File: src/rtl/alu_flag_pkg.sv
package alu_flag_pkg;

   typedef enum logic [2:0] {
      OP_ADD  = 3'd0,
      OP_SUB  = 3'd1,
      OP_INC  = 3'd2,
      OP_DEC  = 3'd3,
      OP_AND  = 3'd4,
      OP_OR   = 3'd5,
      OP_XOR  = 3'd6,
      OP_TEST = 3'd7
   } alu_op_e;

   // bit positions inside the flag word; consumers decode these
   localparam int FB_CARRY  = 0;
   localparam int FB_PARITY = 2;
   localparam int FB_HALF   = 4;
   localparam int FB_ZERO   = 6;
   localparam int FB_SIGN   = 7;
   localparam int FB_TRAP   = 8;
   localparam int FB_IRQ_EN = 9;
   localparam int FB_DIR    = 10;
   localparam int FB_OVF    = 11;
   localparam int FB_TOP    = 11;

   typedef struct packed {
      logic cf;
      logic pf;
      logic af;
      logic zf;
      logic sf;
      logic of;
   } status_t;

endpackage

File: src/rtl/alu_flag_arith.sv
module alu_flag_arith
   import alu_flag_pkg::*;
#(
   parameter int DATA_W   = 16,
   parameter int NARROW_W = 8
) (
   input  alu_op_e           op,
   input  logic              wide,
   input  logic [DATA_W-1:0] a,
   input  logic [DATA_W-1:0] b,
   input  logic              carry_in,
   output logic [DATA_W-1:0] sum,
   output logic              carry_msb,
   output logic              carry_nib,
   output logic              ovf
);

   localparam int PAD_W = DATA_W - NARROW_W;

   logic [DATA_W-1:0]   b_eff;
   logic                c_eff;
   logic [DATA_W:0]     full_sum;
   logic [NARROW_W:0]   narrow_sum;
   logic [4:0]          nib_sum;
   logic                sa, sb, sr;

   // subtraction and decrement fold into one adder via inverted operand
   always_comb begin
      case (op)
         OP_ADD:  begin b_eff = b;    c_eff = carry_in;  end
         OP_SUB:  begin b_eff = ~b;   c_eff = ~carry_in; end
         OP_INC:  begin b_eff = '0;   c_eff = 1'b1;      end
         OP_DEC:  begin b_eff = '1;   c_eff = 1'b0;      end
         default: begin b_eff = b;    c_eff = 1'b0;      end
      endcase
   end

   assign full_sum   = {1'b0, a} + {1'b0, b_eff} + {{DATA_W{1'b0}}, c_eff};
   assign narrow_sum = {1'b0, a[NARROW_W-1:0]} + {1'b0, b_eff[NARROW_W-1:0]}
                     + {{NARROW_W{1'b0}}, c_eff};
   assign nib_sum    = {1'b0, a[3:0]} + {1'b0, b_eff[3:0]} + {4'b0000, c_eff};

   assign sum       = wide ? full_sum[DATA_W-1:0]
                           : {{PAD_W{1'b0}}, narrow_sum[NARROW_W-1:0]};
   assign carry_msb = wide ? full_sum[DATA_W] : narrow_sum[NARROW_W];
   assign carry_nib = nib_sum[4];

   assign sa  = wide ? a[DATA_W-1]        : a[NARROW_W-1];
   assign sb  = wide ? b_eff[DATA_W-1]    : b_eff[NARROW_W-1];
   assign sr  = wide ? full_sum[DATA_W-1] : narrow_sum[NARROW_W-1];
   assign ovf = (sa == sb) && (sr != sa);

endmodule

File: src/rtl/alu_flag_logic.sv
module alu_flag_logic
   import alu_flag_pkg::*;
#(
   parameter int DATA_W   = 16,
   parameter int NARROW_W = 8
) (
   input  alu_op_e           op,
   input  logic              wide,
   input  logic [DATA_W-1:0] a,
   input  logic [DATA_W-1:0] b,
   output logic [DATA_W-1:0] res,
   output logic [DATA_W-1:0] src
);

   localparam int PAD_W = DATA_W - NARROW_W;

   logic [DATA_W-1:0] lane_mask;
   logic [DATA_W-1:0] raw_res, raw_src;

   assign lane_mask = wide ? {DATA_W{1'b1}} : {{PAD_W{1'b0}}, {NARROW_W{1'b1}}};

   always_comb begin
      case (op)
         OP_AND:  begin raw_src = a & b; raw_res = a & b; end
         OP_OR:   begin raw_src = a | b; raw_res = a | b; end
         OP_XOR:  begin raw_src = a ^ b; raw_res = a ^ b; end
         OP_TEST: begin raw_src = a & b; raw_res = a;     end
         default: begin raw_src = '0;    raw_res = '0;    end
      endcase
   end

   assign res = raw_res & lane_mask;
   assign src = raw_src & lane_mask;

endmodule

File: src/rtl/alu_flag_eval.sv
module alu_flag_eval
   import alu_flag_pkg::*;
#(
   parameter int DATA_W   = 16,
   parameter int NARROW_W = 8
) (
   input  alu_op_e           op,
   input  logic              wide,
   input  logic [DATA_W-1:0] arith_sum,
   input  logic              carry_msb,
   input  logic              carry_nib,
   input  logic              arith_ovf,
   input  logic [DATA_W-1:0] logic_res,
   input  logic [DATA_W-1:0] logic_src,
   input  logic              cf_prev,
   output logic [DATA_W-1:0] result,
   output status_t           st
);

   logic              is_logic;
   logic [DATA_W-1:0] value;

   assign is_logic = op[2];
   assign value    = is_logic ? logic_src : arith_sum;
   assign result   = is_logic ? logic_res : arith_sum;

   always_comb begin
      st.zf = (value == '0);
      st.sf = wide ? value[DATA_W-1] : value[NARROW_W-1];
      st.pf = ~^value[7:0];
      st.of = is_logic ? 1'b0 : arith_ovf;
      case (op)
         OP_ADD:  begin st.cf = carry_msb;  st.af = carry_nib;  end
         OP_SUB:  begin st.cf = ~carry_msb; st.af = ~carry_nib; end
         OP_INC:  begin st.cf = cf_prev;    st.af = carry_nib;  end
         OP_DEC:  begin st.cf = cf_prev;    st.af = ~carry_nib; end
         default: begin st.cf = 1'b0;       st.af = 1'b0;       end
      endcase
   end

endmodule

File: src/rtl/alu_flag_unit.sv
module alu_flag_unit
   import alu_flag_pkg::*;
#(
   parameter int DATA_W   = 16,
   parameter int NARROW_W = 8,
   parameter int FLAG_W   = 16
) (
   input  logic              clk,
   input  logic              rst_n,
   input  logic              op_valid,
   input  logic [2:0]        op_code,
   input  logic              wide,
   input  logic [DATA_W-1:0] a,
   input  logic [DATA_W-1:0] b,
   input  logic              carry_in,
   input  logic              load_en,
   input  logic [FLAG_W-1:0] load_word,
   output logic [DATA_W-1:0] result,
   output logic [FLAG_W-1:0] flag_word
);

   // elaboration-time parameter checks
   if (NARROW_W < 8) begin : g_chk_narrow
      $error("NARROW_W must cover the parity byte");
   end
   if (DATA_W <= NARROW_W) begin : g_chk_data
      $error("DATA_W must exceed NARROW_W");
   end
   if (FLAG_W <= FB_TOP) begin : g_chk_flag
      $error("FLAG_W too small for the flag layout");
   end

   alu_op_e           op;
   logic [DATA_W-1:0] arith_sum, logic_res, logic_src;
   logic              carry_msb, carry_nib, arith_ovf;
   status_t           st;
   logic [FLAG_W-1:0] next_word, def_mask;

   assign op = alu_op_e'(op_code);

   alu_flag_arith #(.DATA_W(DATA_W), .NARROW_W(NARROW_W)) u_arith (
      .op(op), .wide(wide), .a(a), .b(b), .carry_in(carry_in),
      .sum(arith_sum), .carry_msb(carry_msb), .carry_nib(carry_nib), .ovf(arith_ovf)
   );

   alu_flag_logic #(.DATA_W(DATA_W), .NARROW_W(NARROW_W)) u_logic (
      .op(op), .wide(wide), .a(a), .b(b), .res(logic_res), .src(logic_src)
   );

   alu_flag_eval #(.DATA_W(DATA_W), .NARROW_W(NARROW_W)) u_eval (
      .op(op), .wide(wide), .arith_sum(arith_sum), .carry_msb(carry_msb),
      .carry_nib(carry_nib), .arith_ovf(arith_ovf), .logic_res(logic_res),
      .logic_src(logic_src), .cf_prev(flag_word[FB_CARRY]),
      .result(result), .st(st)
   );

   // per-bit assembly of the next flag word and the load mask
   for (genvar gi = 0; gi < FLAG_W; gi++) begin : g_bit
      if (gi == FB_CARRY) begin : g_cf
         assign next_word[gi] = st.cf;  assign def_mask[gi] = 1'b1;
      end else if (gi == FB_PARITY) begin : g_pf
         assign next_word[gi] = st.pf;  assign def_mask[gi] = 1'b1;
      end else if (gi == FB_HALF) begin : g_af
         assign next_word[gi] = st.af;  assign def_mask[gi] = 1'b1;
      end else if (gi == FB_ZERO) begin : g_zf
         assign next_word[gi] = st.zf;  assign def_mask[gi] = 1'b1;
      end else if (gi == FB_SIGN) begin : g_sf
         assign next_word[gi] = st.sf;  assign def_mask[gi] = 1'b1;
      end else if (gi == FB_OVF) begin : g_of
         assign next_word[gi] = st.of;  assign def_mask[gi] = 1'b1;
      end else if (gi == FB_TRAP || gi == FB_IRQ_EN || gi == FB_DIR) begin : g_ctl
         assign next_word[gi] = flag_word[gi];  assign def_mask[gi] = 1'b1;
      end else begin : g_rsv
         assign next_word[gi] = 1'b0;  assign def_mask[gi] = 1'b0;
      end
   end

   always_ff @(posedge clk or negedge rst_n) begin
      if (!rst_n)        flag_word <= '0;
      else if (load_en)  flag_word <= load_word & def_mask;
      else if (op_valid) flag_word <= next_word;
   end

   AST_HOLD_IDLE: assert property (@(posedge clk) disable iff (!rst_n)
      (!op_valid && !load_en) |=> $stable(flag_word));

   AST_LOAD_WINS: assert property (@(posedge clk) disable iff (!rst_n)
      load_en |=> flag_word == ($past(load_word) & $past(def_mask)));

   AST_CTRL_KEPT: assert property (@(posedge clk) disable iff (!rst_n)
      (op_valid && !load_en) |=> (flag_word[FB_TRAP] == $past(flag_word[FB_TRAP]))
         && (flag_word[FB_IRQ_EN] == $past(flag_word[FB_IRQ_EN]))
         && (flag_word[FB_DIR] == $past(flag_word[FB_DIR])));

   AST_STEP_KEEPS_CF: assert property (@(posedge clk) disable iff (!rst_n)
      (op_valid && !load_en && (op == OP_INC || op == OP_DEC))
         |=> flag_word[FB_CARRY] == $past(flag_word[FB_CARRY]));

   AST_LOGIC_CLEARS: assert property (@(posedge clk) disable iff (!rst_n)
      (op_valid && !load_en && op_code[2])
         |=> !flag_word[FB_CARRY] && !flag_word[FB_OVF] && !flag_word[FB_HALF]);

   AST_ZERO_NOT_NEG: assert property (@(posedge clk) disable iff (!rst_n)
      (op_valid && !load_en) |=> !(flag_word[FB_ZERO] && flag_word[FB_SIGN]));

endmodule

File: config.mk
export PLATFORM = sky130hd
export DESIGN_NAME = alu_flag_unit
export DESIGN_NICKNAME = d
export VERILOG_FILES = /design/src/rtl/alu_flag_pkg.sv /design/src/rtl/alu_flag_arith.sv /design/src/rtl/alu_flag_logic.sv /design/src/rtl/alu_flag_eval.sv /design/src/rtl/alu_flag_unit.sv
export SDC_FILE = /design/constraint.sdc
export NUM_CORES = 1
export LEC_CHECK = 0
export ABC_AREA = 1
export CORE_MARGIN = 3
export CORE_UTILIZATION = 51
export DETAILED_ROUTE_END_ITERATION = 16
export PLACE_DENSITY_LB_ADDON = 0.25
export SLEW_MARGIN = 20
export SYNTH_ARGS = -nofsm -noshare
export SYNTH_HDL_FRONTEND = slang
export SYNTH_HIERARCHICAL = 1
export SYNTH_SLANG_ARGS = --single-unit
File: constraint.sdc
create_clock -name clk -period 3.6 [get_ports clk]
set_input_delay 0.54 -clock clk [delete_from_list [all_inputs] [get_ports clk]]
set_output_delay 0.54 -clock clk [all_outputs]
set_load 0.05 [all_outputs]
---- Yosys cells after proc, flatten, opt, wreduce, memory -nomap -nowiden ----
Index checks and enable logic that the tools add are counted.
W data, S select, Z words.
word-level totals
  register bits after elaboration ......... 16
  output and inout bits ................... 32
cells by class
  equal/unequal tests ..................... 10
  muxes and demuxes ....................... 18
  add/subtract/negate cells ............... 6
  reduce and logical (&&, ||, !) cells .... 10
  bitwise operators ....................... 9
operators with widths
  cell                  count
  $mux W16              6
  $pmux W16 S3          2
  $pmux W16 S4          1
  $and A16 B16 Y16      3
  $add A16 B16 Y17      1
  $add A17 B1 Y17       1
  $logic_not A16 Y1     1
  $not A16 Y16          1
  $or A16 B16 Y16       1
  $xor A16 B16 Y16      1
  $eq A3 B3 Y1 const B  4
  $add A8 B8 Y9         1
  $add A9 B1 Y9         1
  $reduce_or A2 Y1      4
  $reduce_xnor A8 Y1    1
  $eq A3 B2 Y1 const B  2
  $mux W1               6
  $pmux W1 S3           2
  $add A4 B4 Y5         1
  $add A5 B1 Y5         1
  $eq A3 B1 Y1 const B  1
  $logic_not A3 Y1      1
  $not A1 Y1            3
  $ne A2 B1 Y1 const B  1
  6 further kinds       6

---- Depth between registers and ports, before layout ----
Gate-level depths: netlist of the first run.
  depth after elaboration ................. 10
  mapped depth ............................ 28

---- By module ----
Netlist of the first run, hierarchy kept.
modules (own cells, without submodules)
  module          cells an instance  area each (um2)  times used
  alu_flag_logic  227                1272.5           1
  alu_flag_arith  223                1202.4           1
  alu_flag_eval   103                500.5            1
  alu_flag_unit   53                 441.7            1

---- Worst setup path after synthesis of the first run ----
No wires, ideal clock.
  path kind ............................... input-to-output
  start point ............................. input port op_code[1]
  end point ............................... output port result[8]
  slack ................................... -730 ps
  stages .................................. 20
  arrival time ............................ 3790 ps
  path buffers ............................ 1
  cells stage by stage .................... inv_2 nor2_4 nand2_1 nand2_1 inv_2 clkbuf_1 o21ai_0 o21ai_0 fa_1 inv_1 fa_1 o21ai_2 nand2_2 nand2_2 nand2_2 nand2_2 nor2_1 nor3b_2 inv_1 o21ai_0
on the way
  longest elaborated chain between the ends .. 6
  elaborated cells on any way between the ends .. 16
  classes of those cells .................. add/sub: 2; eq/ne: 7; mux: 5; bitwise: 1; reduce/logical: 1
ends and longest elaborated chain
  element                                              line                  source
  start, declared                                      alu_flag_unit.sv:11   input logic [2:0] op_code,
  $eq A3 B2 Y1 / $eq A3 B1 Y1 (equally long branches)  alu_flag_arith.sv:29  case (op)
  $pmux W16 S3                                         alu_flag_arith.sv:29
  $add A16 B16 Y17                                     alu_flag_arith.sv:38  assign full_sum = {1'b0, a} + {1'b0, b_eff} + {{DATA_W{1'b0}}, c_eff};
  $add A17 B1 Y17 *                                    alu_flag_arith.sv:38
  $mux W16 *                                           alu_flag_arith.sv:43  assign sum = wide ? full_sum[DATA_W-1:0]
  net arith_sum[8]                                     alu_flag_unit.sv:34   logic [DATA_W-1:0] arith_sum, logic_res, logic_src;
  $mux W16 *                                           alu_flag_eval.sv:25   assign result = is_logic ? logic_res : arith_sum;
  end, declared                                        alu_flag_unit.sv:18   output logic [DATA_W-1:0] result,
Mark *: on every way through the listed nets, which the timed path passes. The rest lies on a longest branch.

---- Worst setup path after layout of the first run ----
  start point ............................. input port b[3]
  end point ............................... output port result[12]
on the way
  longest elaborated chain between the ends .. 6
ends and longest elaborated chain
  element             line                  source
  start, declared     alu_flag_unit.sv:14   input logic [DATA_W-1:0] b,
  $not A16 Y16        alu_flag_arith.sv:31  OP_SUB: begin b_eff = ~b; c_eff = ~carry_in; end
  $pmux W16 S3 *      alu_flag_arith.sv:29
  $add A16 B16 Y17 *  alu_flag_arith.sv:38
  $add A17 B1 Y17 *   alu_flag_arith.sv:38
  $mux W16 *          alu_flag_arith.sv:43
  net arith_sum[12]   alu_flag_unit.sv:34
  $mux W16 *          alu_flag_eval.sv:25
Marked as above.

==> results of run 1 <==
-- cells in the mapped netlist (4+ instances only) --
| library cell | count | share of area [%] |
|---|---|---|
| o21ai_0 | 47 | 6.9 |
| nand2_1 | 182 | 20 |
| xor2_1 | 4 | 1.0 |
| buf_4 | 12 | 2.6 |
| nand3_1 | 43 | 6.3 |
| nor3_1 | 4 | 0.59 |
| clkbuf_1 | 9 | 0.99 |
| nand2_2 | 6 | 1.1 |
| inv_1 | 79 | 8.7 |
| nor2_1 | 62 | 6.8 |
| ha_1 | 51 | 19 |
| a21boi_1 | 8 | 1.8 |
| inv_2 | 5 | 0.55 |
| nand4_1 | 18 | 3.3 |
| o21a_1 | 9 | 2.0 |
| dfrtp_1 | 9 | 6.6 |
| a21oi_1 | 26 | 3.8 |
| xnor2_1 | 5 | 1.3 |
-- layout make-up --
cell class	count	area (µm²)	share of cell area, %
inverter	84	323	6.25
clock buffer	4	45.0	0.872
sequential	9	225	4.36
tap	77	96.3	1.87
timing repair buffer	161	1580	30.6
multi-input combinational	493	2900	56.1
-- kinds of logic (layout without fill, tap and decap cells) --
kind of cell,count (synthesis),after routing,synth area share [%]
AO/OA/AOI/OAI,98,98,16.3
XOR/XNOR,9,9,2.31
adder cells (fa/ha/maj),53,53,19.8
buffers and inverters,110,249,14.1
flip-flops,9,9,6.59
multiplexers,1,1,0.293
other,1,7,0.110
AND/OR/NAND/NOR,325,325,40.5
-- worst max path at each step --
stage	startpoint	end	depth (start not counted)
2_1_floorplan	op_code[1]	result[8]	20
3_3_place_gp	op_code[0]	result[12]	19
3_5_place_dp	op_code[0]	flag_word[2]	21
4_1_cts	op_code[1]	result[8]	21
5_1_grt	op_code[2]	result[11]	20
6_report	b[3]	result[12]	15
-- power by group through the flow --
stage / Clock [mW] / Sequential [mW] / Combinational, mW
after global routing: 0.126 / 0.122 / 1.29
after floorplan: 0 / 0.168 / 0.559
after CTS: 0.121 / 0.121 / 1.11
after global placement: 0 / 0.122 / 1.07
final: 0.121 / 0.121 / 1.21
after detailed placement: 0 / 0.122 / 1.09
-- per-layer routing --
metal / up-vias / wire length (µm) / global-route usage (%)
li1: 2233 / - / -
met1: 2116 / 5090 / 38.3
met2: 251 / 6210 / 56.0
met3: 67 / 825 / 2.92
met4: 0 / 724 / 12.4
met5: - / 0 / 0
-- critical path: stages --
cell,delay (ns)
clkdlybuf4s50_1,0.49
o21ai_2,0.19
o21ai_2,0.10
ha_4,0.32
buf_4,0.13
nand2_2,0.07
o21ai_4,0.18
buf_6,0.12
nand4_1,0.13
nand2_2,0.14
o21ai_2,0.05
a21oi_1,0.15
nand2_1,0.12
nand2_2,0.13
buf_12,0.14
-- per-stage QoR --
step	total power, mW	setup slack (ns)	util, %
2_1_floorplan	0.727	-0.0931	-
3_3_place_gp	1.19	-0.423	74.9
3_5_place_dp	1.21	-0.529	74.9
4_1_cts	1.36	0.00118	76.4
5_1_grt	1.54	-0.138	80.4
6_report	1.45	0.0432	80.4
-- cells in the final DEF, fill, tap and decap left out, types with 3 or more instances in the layout --
cell type and count:
inv_1 75, conb_1 7, o21a_1 9, o21ai_0 28, nand2_1 169, a21oi_2 7, nand3_1 43, ha_1 48
xnor2_1 5, buf_4 84, clkbuf_8 3, nand2_2 19, inv_2 8, buf_12 16, xor2_1 3, a21oi_1 19
nor3_1 4, nor2_2 4, o21ai_2 9, clkdlybuf4s50_1 51, buf_6 4, o21ai_1 11, dfrtp_1 9, nor2_1 59
nand4_1 18, a21boi_1 8
-- what timing repair did --
item / 4_1_cts / 5_1_grt
cloned: 0 / 0
gates resized for setup: 25 / 65
setup endpoints to repair: 17 / 14
buffers inserted: 5 / 10
pin swaps: 11 / 33
==> results.cfg, run 1 <==
[power]
seqPwrFrac_pct = 8.4
clkPwrFrac_pct = 8.4
p_per_area_nw_per_um2 = 281
p_sw_share_pct = 49.3
p_sw_mw = 0.715
ir_worst_vdd_mv = 0.238
p_leak_nw = 2.76
p_int_mw = 0.735
power_frac_comb_pct = 83.3

[placed_design]
dp_cells = 809
numPortBuffers = 74
place.gp.congestion = 0.963
hpwlAfterDp_um = 9790
placed_area_um2 = 4810

[synthesis]
yosys_warnings = 6
synth_area_um2 = 3420
ys_seq_area_share_pct = 6.59
synth-edff-count = 0
synth_ff_type = dfrtp_1
post_synth_num_cell_types = 35
ys_async_sr_fraction_pct = 100
syn_avg_cell_area_um2 = 5.64
synthCells = 606
ys_ff_latch = 9

[worst_setup_path]
r2r_end = flag_word[0]
endpoint_kind = output port
worstReg2RegStart = flag_word[0]
cp.required_ns = 3.06
arrival_ns = 3.02
reg2regPathDepth = 4
cp-start-kind = input port
path_class = input port to output port
path_max_fanout = 5
reg2reg_slack_ns = 2.71

[run]
maxCapViolCount = 0

[global_routing]
track_usage_pct = 31.3
grt_pass1_wl_um = 19500
grt_max_degree = 30
first_global_vias = 4321
grt_overflow = 0
antenna_found_initial = 0

[timing]
slew_headroom_pct = 62.7
worst_slew_pin_slew_ns = 0.557
finalCritPeriodShare_pct = 98.8
setup_violations = 0
fin_crit_ns = 3.56
drv_slew = 0
timing.hold.ws_ns = 0.477
worst_clock_skew_ns = 0
tns_ns = 0
hold_viol = 0
max_freq_mhz = 281

[cells_and_area]
regMostFlops = flag_word
fin_nets = 862
area_growth_pct = 51.2
fin_area_um2 = 5160
diodes = 0
layout-drive-gt1-share_pct = 22.9
layoutNonFillerInstCount = 828
largest_reg_flops = 9
largestRegisters = flag_word x9
n_fill_cell = 503

[floorplan]
std_cell_rows = 29
die_h_um = 87.9
die_area_um2 = 7720
coreArea_um2 = 6420
start_util_pct = 53.2
die_w_um = 87.9
io_pins = 89

[route]
viasPerCell = 5.64
ant_nets = 0
num_vias = 4667
wl_per_cell_um = 15.5
drc = 0
dr.pass1.iters = 7
drtIter0Drc = 369
wirelength_um = 12800

[clock_network]
cts_tree = built
cts_sinks = 9
clk_pin_slew_ns = 0.05
cts-root-buf = clkbuf_8
clk-insertion-delay-late_ns = 0.23
cts.path.max_buffers = 2
cts_buffers = 3
cts_hold_buffers = 0
htreeDepth = 1

[outcome]
outcome = complete, no violations

[worst_hold_path]
whs_endpoint = flag_word[2]
holdPathStages = 2
hp-class = flop to flop
min_from = flag_word[2]
(Power assumes the default switching activity.)
==> run 2: changes to the inputs <==
Settings changed: CTS_CLUSTER_DIAMETER from default to 80.
Clock period 3.6 ns to 3.9 ns, I/O delays scaled along.
==> results.cfg, run 2 (synthesized netlist as in run 1, its figures left out) <==
[timing]
worst_slew_pin_slew_ns = 0.758
timing.final.ws_setup_ns = 0.0917
tns_ns = 0
setup_violations = 0
finalCritPeriodShare_pct = 97.6
fin_crit_ns = 3.81
timing.hold.ws_ns = 0.467
rsz0062_at_grt = true
hold_viol = 0
max_freq_mhz = 263
worst_clock_skew_ns = 0
slew_headroom_pct = 49.4
drv_slew = 0

[worst_setup_path]
path_class = input port to output port
endpoint_kind = output port
cp-start-kind = input port
critPathMaxStageDelay_ns = 0.37
crit_chain = buf_2 -> nor2_4 -> nand2_1 -> nand2_1 -> inv_2 -> buf_4 -> o21ai_0 -> o21ai_0 -> ha_1 -> buf_4 -> buf_4 -> nand4_1 -> nand2_1 -> nand3_2 -> o21ai_0 -> nand2_1 -> nand2_1 -> nor2_1 -> nand2_1 -> nand2_1 -> buf_12
cp.buffers_inverters = 6
slowest_stage = ha_1
critPathTopFamily = simple AND/OR/NAND/NOR gates
cp.required_ns = 3.31
path_common_cell = nand2_1
arrival_ns = 3.22
path_max_fanout = 14

[route]
met2WireLength_um = 6200
drtIter0Drc = 332
ant_nets = 0
met1_length_um = 4950
dr_wl_met3_um = 1050
viasPerCell = 5.70
wl_per_cell_um = 15.8
drc = 0
num_vias = 4591
dr.pass1.iters = 7
wirelength_um = 12700
top_layer = met4

[clock_network]
clk_pin_slew_ns = 0.05
cts.path.max_buffers = 2
cts-root-buf = clkbuf_8
cts_tree = built
htreeDepth = 1
cts_sinks = 9
clk-insertion-delay-late_ns = 0.24
cts_buffers = 3

[placed_design]
dp_slack_ns = -0.256
place.gp.congestion = 0.974
placed_area_um2 = 4670
dp_cells = 791
hpwlAfterDp_um = 9630
numPortBuffers = 74

[floorplan]
std_cell_rows = 29
die_w_um = 87.9
start_util_pct = 53.2
die_h_um = 87.9
io_pins = 89
coreArea_um2 = 6420
die_area_um2 = 7720

[outcome]
outcome = complete, no violations

[power]
p_leak_nw = 2.64
p_per_area_nw_per_um2 = 259
ir_worst_vdd_mv = 0.224

[worst_hold_path]
hp-class = flop to flop

[global_routing]
track_usage_pct = 31.9
first_global_vias = 4216
grt_overflow = 0
antenna_found_initial = 0
grt_max_degree = 56
grt_pass1_wl_um = 19700

[cells_and_area]
layoutNonFillerInstCount = 805
layout_commonest_cell = nand2_1
diodes = 0
layout-drive-gt1-share_pct = 17.7
regMostFlops = flag_word
fin_area_um2 = 4890
most-common-layout-cells = 176 x nand2_1, 77 x inv_1, 63 x buf_4, 60 x nor2_1, 53 x clkdlybuf4s50_1
largest_reg_flops = 9
area_growth_pct = 43.0
n_fill_cell = 528
largestRegisters = flag_word x9
fin_nets = 839

[run]
maxCapViolCount = 0
-- run 2: final timing paths --
kind	startpoint	slack, ns	endpoint	cells after the start
worst min-delay path	flag_word[9]	0.47	flag_word[9]	2
worst min register to register	flag_word[9]	0.47	flag_word[9]	2
worst max-delay path	op_code[2]	0.09	result[13]	21
min in group asynchronous	rst_n	0.68	flag_word[0]	1
max in group asynchronous	rst_n	2.89	flag_word[6]	1
worst max register to register	flag_word[0]	2.98	flag_word[0]	4
-- run 2: layout make-up --
class | instances | area [µm²] | area share (%)
well taps | 77 | 96.3 | 1.97
repair buffers | 138 | 1380 | 28.1
clock buffers | 4 | 45.0 | 0.922
flip-flops and latches | 9 | 225 | 4.61
multi-input cells | 493 | 2830 | 57.9
inverters | 84 | 315 | 6.45
-- run 2: worst min-delay path, delay by kind of cell, from the launching register on --
| kind | cells | cell delay (ns) |
|---|---|---|
| flops | 1 | 0.34 |
| simple gates | 2 | 0.10 |
-- run 2: repair_timing --
action	4_1_cts	5_1_grt
pin swaps	4	17
gates resized for setup	5	32
hold buffers	0	0
hold endpoints to repair	0	0
setup buffers	2	8
setup endpoints to repair	12	13
-- run 2: metal layers --
layer / vias up / track usage (%)
met3: 51 / 3.57
met1: 2084 / 38.9
met5: - / 0
met2: 266 / 57.3
li1: 2190 / -
met4: 0 / 11.9
-- run 2: metrics by stage --
stage / utilization [%] / total power [mW]
after CTS: 73.8 / 1.21
after detailed placement: 72.8 / 1.09
after floorplan: - / 0.671
after global routing: 76.1 / 1.36
final: 76.1 / 1.27
after global placement: 72.8 / 1.06
-- run 2: power breakdown --
part           internal [mW]  total, mW  leakage, nW  switching, mW
Combinational          0.452       1.04         2.51          0.588
Clock                 0.0718      0.115       0.0228         0.0430
Sequential             0.105      0.113        0.111        0.00707
Total                  0.629       1.27         2.64          0.638
